--- src/rtl/oneshot_pkg.sv ---
package oneshot_pkg;
  typedef struct packed {
    logic trig_n;
    logic trig;
    logic clr_n;
  } os_lvl_t;

  localparam os_lvl_t OS_IDLE = '{trig_n: 1'b1, trig: 1'b0, clr_n: 1'b1};
endpackage

--- src/rtl/oneshot_sync.sv ---
module oneshot_sync #(
  parameter int         W       = 3,
  parameter int         STAGES  = 2,
  parameter logic [W-1:0] RST_VAL = '0
) (
  input  logic         clk,
  input  logic         rst_n,
  input  logic [W-1:0] d,
  output logic [W-1:0] q
);
  for (genvar i = 0; i < W; i++) begin : g_bit
    logic [STAGES-1:0] chain;
    always_ff @(posedge clk or negedge rst_n) begin
      if (!rst_n) chain <= {STAGES{RST_VAL[i]}};
      else        chain <= {chain[STAGES-2:0], d[i]};
    end
    assign q[i] = chain[STAGES-1];
  end
endmodule

--- src/rtl/oneshot_qual.sv ---
module oneshot_qual
  import oneshot_pkg::*;
#(
  parameter int ARM_LEN = 3
) (
  input  logic    clk,
  input  logic    rst_n,
  input  os_lvl_t lvl,
  input  logic    busy,
  output logic    fire
);
  os_lvl_t            prev;
  logic [ARM_LEN-1:0] arm;
  logic               fall_a, rise_b, rise_c, cond;

  // Edges are not accepted until the synchronizer and the previous-level
  // register hold real input values, so levels present at reset start nothing.
  always_ff @(posedge clk or negedge rst_n) begin
    if (!rst_n) begin
      prev <= OS_IDLE;
      arm  <= '0;
    end else begin
      prev <= lvl;
      arm  <= {arm[ARM_LEN-2:0], 1'b1};
    end
  end

  always_comb begin
    fall_a = prev.trig_n & ~lvl.trig_n;
    rise_b = ~prev.trig & lvl.trig;
    rise_c = ~prev.clr_n & lvl.clr_n;
    cond   = (fall_a & lvl.trig)
           | (rise_b & ~lvl.trig_n)
           | (rise_c & ~lvl.trig_n & lvl.trig);
    fire   = arm[ARM_LEN-1] & lvl.clr_n & ~busy & cond;
  end
endmodule

--- src/rtl/oneshot_timer.sv ---
module oneshot_timer #(
  parameter int DUR_W = 16
) (
  input  logic             clk,
  input  logic             rst_n,
  input  logic             clear_n,
  input  logic             load,
  input  logic [DUR_W-1:0] dur,
  output logic [DUR_W-1:0] cnt,
  output logic             busy
);
  localparam logic [DUR_W-1:0] ONE = {{(DUR_W-1){1'b0}}, 1'b1};

  always_ff @(posedge clk or negedge rst_n) begin
    if (!rst_n)        cnt <= '0;
    else if (!clear_n) cnt <= '0;
    else if (load)     cnt <= dur;
    else if (busy)     cnt <= cnt - ONE;
  end

  assign busy = (cnt != '0);
endmodule

--- src/rtl/oneshot_pulse.sv ---
module oneshot_pulse
  import oneshot_pkg::*;
#(
  parameter int DUR_W       = 16,
  parameter int SYNC_STAGES = 2
) (
  input  logic             clk,
  input  logic             rst_n,
  input  logic             trig_n_i,
  input  logic             trig_i,
  input  logic             clr_n_i,
  input  logic [DUR_W-1:0] dur_i,
  output logic             pulse_o,
  output logic             pulse_n_o
);
  localparam int LVL_W   = $bits(os_lvl_t);
  localparam int ARM_LEN = SYNC_STAGES + 1;

  os_lvl_t          lvl_raw, lvl_s;
  logic [DUR_W-1:0] cnt;
  logic             busy, fire, clr_s;

  assign lvl_raw = '{trig_n: trig_n_i, trig: trig_i, clr_n: clr_n_i};

  oneshot_sync #(
    .W      (LVL_W),
    .STAGES (SYNC_STAGES),
    .RST_VAL(OS_IDLE)
  ) u_sync (
    .clk  (clk),
    .rst_n(rst_n),
    .d    (lvl_raw),
    .q    (lvl_s)
  );

  assign clr_s = lvl_s.clr_n;

  oneshot_qual #(.ARM_LEN(ARM_LEN)) u_qual (
    .clk  (clk),
    .rst_n(rst_n),
    .lvl  (lvl_s),
    .busy (busy),
    .fire (fire)
  );

  oneshot_timer #(.DUR_W(DUR_W)) u_timer (
    .clk    (clk),
    .rst_n  (rst_n),
    .clear_n(clr_s),
    .load   (fire),
    .dur    (dur_i),
    .cnt    (cnt),
    .busy   (busy)
  );

  // Synchronized clear masks the output at once; the counter empties next edge.
  assign pulse_o   = busy & clr_s;
  assign pulse_n_o = ~pulse_o;
endmodule

--- config.mk ---
export PLATFORM = sky130hd
export DESIGN_NAME = oneshot_pulse
export DESIGN_NICKNAME = d
export VERILOG_FILES = /design/src/rtl/oneshot_pkg.sv /design/src/rtl/oneshot_sync.sv /design/src/rtl/oneshot_qual.sv /design/src/rtl/oneshot_timer.sv /design/src/rtl/oneshot_pulse.sv
export SDC_FILE = /design/constraint.sdc
export NUM_CORES = 1
export LEC_CHECK = 0
export ABC_AREA = 1
export BUFFER_PORTS_ARGS = -buffer_cell sky130_fd_sc_hd__buf_2
export CAP_MARGIN = 25
export CORE_MARGIN = 5
export CORE_UTILIZATION = 55
export DETAILED_ROUTE_END_ITERATION = 8
export GPL_TIMING_DRIVEN = 1
export PLACE_DENSITY = 0.83
export SETUP_SLACK_MARGIN = 0.02
export SLEW_MARGIN = 20
export SYNTH_ARGS = -nofsm -noshare
export SYNTH_HDL_FRONTEND = slang
export SYNTH_HIERARCHICAL = 1
export SYNTH_SLANG_ARGS = --single-unit
--- constraint.sdc ---
create_clock -name clk -period 3.2 [get_ports clk]
set_input_delay 0.64 -clock clk [delete_from_list [all_inputs] [get_ports clk]]
set_output_delay 0.64 -clock clk [all_outputs]
set_load 0.1 [all_outputs]
==> flow_summary.ini <==
[final_layout]
antenna-diode-count = 0
layout.cells.non_filler = 248
drive_above_1_share = 0.211
finalNetCount = 241
area_growth_pct = 10.8

[floorplan]
std_cell_rows = 18
floorplan.core_area_um2 = 2520
die_area_um2 = 3850
die_w_um = 62.0
starting_density_of_the_core = 0.590
die_height_um = 62.0
io_pins = 23

[sta]
fmaxAchievable_mhz = 374
tightest_slew_ns = 0.663
max_slew_margin = 0.558
finalHoldViolCount = 0
clock-skew-final_ns = 0.00345
setup_tns_ns = 0
setup_viol_count_final = 0
post-route-worst-setup-slack_ns = 0.525
timing_max_transition_violations_final = 0
grt_setup_unrepaired = false
finalWorstPathRequiredPeriod_ns = 2.67
period_share = 0.836

[synthesis]
synthTopCellsByArea = sky130_fd_sc_hd__dfrtp_1 (37%), sky130_fd_sc_hd__nand2_1 (12%), sky130_fd_sc_hd__dfstp_2 (11%)
leading_area_contributor_after_synthesis = sky130_fd_sc_hd__dfrtp_1
synthCells = 198
syn_area_per_cell_um2 = 7.51
synth_top_area_frac = 0.370
yosys.cell_types.count = 27
synth-seq-area-share = 0.476
yosys_register_bits = 28
synth.net_count = 220
synth_warnings = 6
mappedNetlistArea_um2 = 1490

[clock_network]
cts_buffer_depth = 2
cts_setup_buffers = 0
cts_resized = 0
cts-hold-fix-buffers = 0
cts.sinks = 28
tritoncts_clock_tree = built
cts-htree-levels = 1
insertion_delay_ns = 0.32
clockRootBuffer = sky130_fd_sc_hd__clkbuf_4
numCtsBuffers = 3
clk_pin_slew_worst_paths_ns = 0.14

[worst_setup_path]
worstReg2RegEnd = u_timer/cnt[14]
maximum_fanout_along_the_worst_path = 4
crit_type = flip-flop to primary output
r2r_setup_slack_ns = 0.64
critPathLaunch = u_timer/cnt[0]
timing.critical_path.arrival_ns = 2.03
worst-endpoint-required_ns = 2.56
worstSetupEndpointType = primary output
r2r.worst_path.cells = 13
timing.critical_path.from_type = flip-flop
crit_path_end = pulse_n_o
regToRegStartpoint = u_timer/cnt[0]

[routing]
drt-met1-wl_mm = 1.34
met3RoutedLength_um = 156
route.antenna.remaining_nets = 0
drt_pass1_iterations = 4
finalWirelength_mm = 2.84
routed_wire_length_per_instance_um = 11.4
topRoutingLayerUsed = met4
drc = 0
detail_route.vias_per_cell = 4.92
drt-initial-drc-count = 50
route.met2.wl_mm = 1.29
detailroute.via_count = 1220

[grt]
grt_max_degree = 29
grt_overall_usage = 0.170
number_of_global_route_vias_before_repair = 1139
grt_antenna_before_repair = 0
grt-ovfl-total = 0
first_pass_grt_wire_length_mm = 4.84

[job]
maxCapViolCount = 0

[hold_path]
holdCritPathClass = primary input to async pin

[power]
peakVddDrop_mv = 0.876
power.leakage_nw = 0.858
power.density_cell_area_nw_per_um2 = 1090

[placed_design]
place.port_buffers = 22
globalplace.congestion = 0.888
dpl_worst_slack_ns = 0.667
dp_hpwl_mm = 2.08
post-place-cells = 244

[run_status]
run_status = complete, no violations
==> per-stage QoR <==
stage	cell area, um^2	utilization	total power, mW	hold slack, ns
finish	1650	0.654	1.79	0.304
global route	1650	0.654	1.99	0.332
CTS	1650	0.654	1.80	0.317
detailed placement	1600	0.633	1.56	0.335
global placement	1600	0.633	1.55	0.333
floorplan	1490	-	1.38	0.331
==> sequential cells by signal (all words and copies together) (netlist names) <==
name	count
u_timer/cnt	16
u_qual/arm	3
u_sync/g_bit.chain	6
u_qual/prev	3
==> cells by family (layout without fill, tap and decap cells) <==
| family | count (synthesis) | in the layout | synth area share |
|---|---|---|---|
| xor gates and xnor gates | 2 | 2 | 0.0118 |
| buffers and inverters | 25 | 45 | 0.0765 |
| DFF | 28 | 28 | 0.476 |
| other | 1 | 1 | 0.00252 |
| adders and majority gates | 1 | 1 | 0.00841 |
| and+or+nand+nor | 122 | 122 | 0.354 |
| AOI/OAI and AO/OA | 19 | 19 | 0.0707 |
==> synth_stat cells <==
cell,n
sky130_fd_sc_hd__o21ai_0,10
sky130_fd_sc_hd__or2_0,1
sky130_fd_sc_hd__o21bai_1,1
sky130_fd_sc_hd__dfrtp_1,22
sky130_fd_sc_hd__inv_1,17
sky130_fd_sc_hd__nand2_2,2
sky130_fd_sc_hd__nand3_1,20
sky130_fd_sc_hd__nor2_1,39
sky130_fd_sc_hd__o22ai_1,1
sky130_fd_sc_hd__nor2_4,1
sky130_fd_sc_hd__nand3b_1,1
sky130_fd_sc_hd__xor2_1,1
sky130_fd_sc_hd__a21oi_1,6
sky130_fd_sc_hd__buf_2,1
sky130_fd_sc_hd__or2_2,4
sky130_fd_sc_hd__buf_6,1
sky130_fd_sc_hd__ha_1,1
sky130_fd_sc_hd__nor2_2,4
sky130_fd_sc_hd__clkbuf_1,2
sky130_fd_sc_hd__buf_4,3
sky130_fd_sc_hd__xnor2_1,1
sky130_fd_sc_hd__dfstp_2,6
sky130_fd_sc_hd__nand2_1,48
sky130_fd_sc_hd__o21bai_2,1
sky130_fd_sc_hd__nand4_1,2
sky130_fd_sc_hd__conb_1,1
sky130_fd_sc_hd__inv_2,1
==> critical path, cell delays in order, from the launching register on <==
cell and delay [ns]:
sky130_fd_sc_hd__dfrtp_1 0.43, sky130_fd_sc_hd__inv_1 0.10, sky130_fd_sc_hd__ha_1 0.24, sky130_fd_sc_hd__nand3_1 0.14, sky130_fd_sc_hd__nor2_1 0.15, sky130_fd_sc_hd__nand3_1 0.13, sky130_fd_sc_hd__nand2_2 0.11, sky130_fd_sc_hd__buf_2 0.42
==> routing by layer <==
layer,global-route usage,vias up
li1,-,658
met1,0.236,527
met2,0.265,29
met3,0.0207,6
met4,0.0818,0
met5,0,-
==> layout make-up <==
type                            instances  area [um^2]
Tap cell                               30         37.5
Clock inverter                          1         30.0
Clock buffer                            3         22.5
Timing Repair Buffer                   23          118
Multi-Input combinational cell        145          666
Fill cell                             227          873
Sequential cell                        28          708
Inverter                               18         67.6
==> where the power goes <==
group | internal, mW | total, mW | switching (mW)
clock | 0.127 | 0.225 | 0.0986
combinational | 0.338 | 1.01 | 0.675
sequential | 0.456 | 0.551 | 0.0946
==> cells in the final DEF (no fill, tap or decap), types with 2 or more instances in the layout <==
cell type	n
sky130_fd_sc_hd__nand4_1	2
sky130_fd_sc_hd__or2_2	4
sky130_fd_sc_hd__o21ai_0	10
sky130_fd_sc_hd__inv_1	17
sky130_fd_sc_hd__dfstp_2	6
sky130_fd_sc_hd__nand3_1	20
sky130_fd_sc_hd__nor2_1	39
sky130_fd_sc_hd__buf_2	22
sky130_fd_sc_hd__dfrtp_1	22
sky130_fd_sc_hd__a21oi_1	6
sky130_fd_sc_hd__clkbuf_4	3
sky130_fd_sc_hd__nor2_2	4
sky130_fd_sc_hd__nand2_1	48
sky130_fd_sc_hd__nand2_2	2
==> worst min path at each step <==
stage	start	end	cells after the start
2_1_floorplan	u_qual/arm[0]	u_qual/arm[1]	0
3_3_place_gp	u_sync/g_bit[1].chain[0]	u_sync/g_bit[1].chain[1]	0
3_5_place_dp	u_qual/arm[1]	u_qual/arm[2]	0
4_1_cts	rst_n	u_timer/cnt[15]	1
5_1_grt	rst_n	u_timer/cnt[15]	1
6_report	rst_n	u_timer/cnt[15]	1
Note: power is estimated with default switching activity, not from simulation.
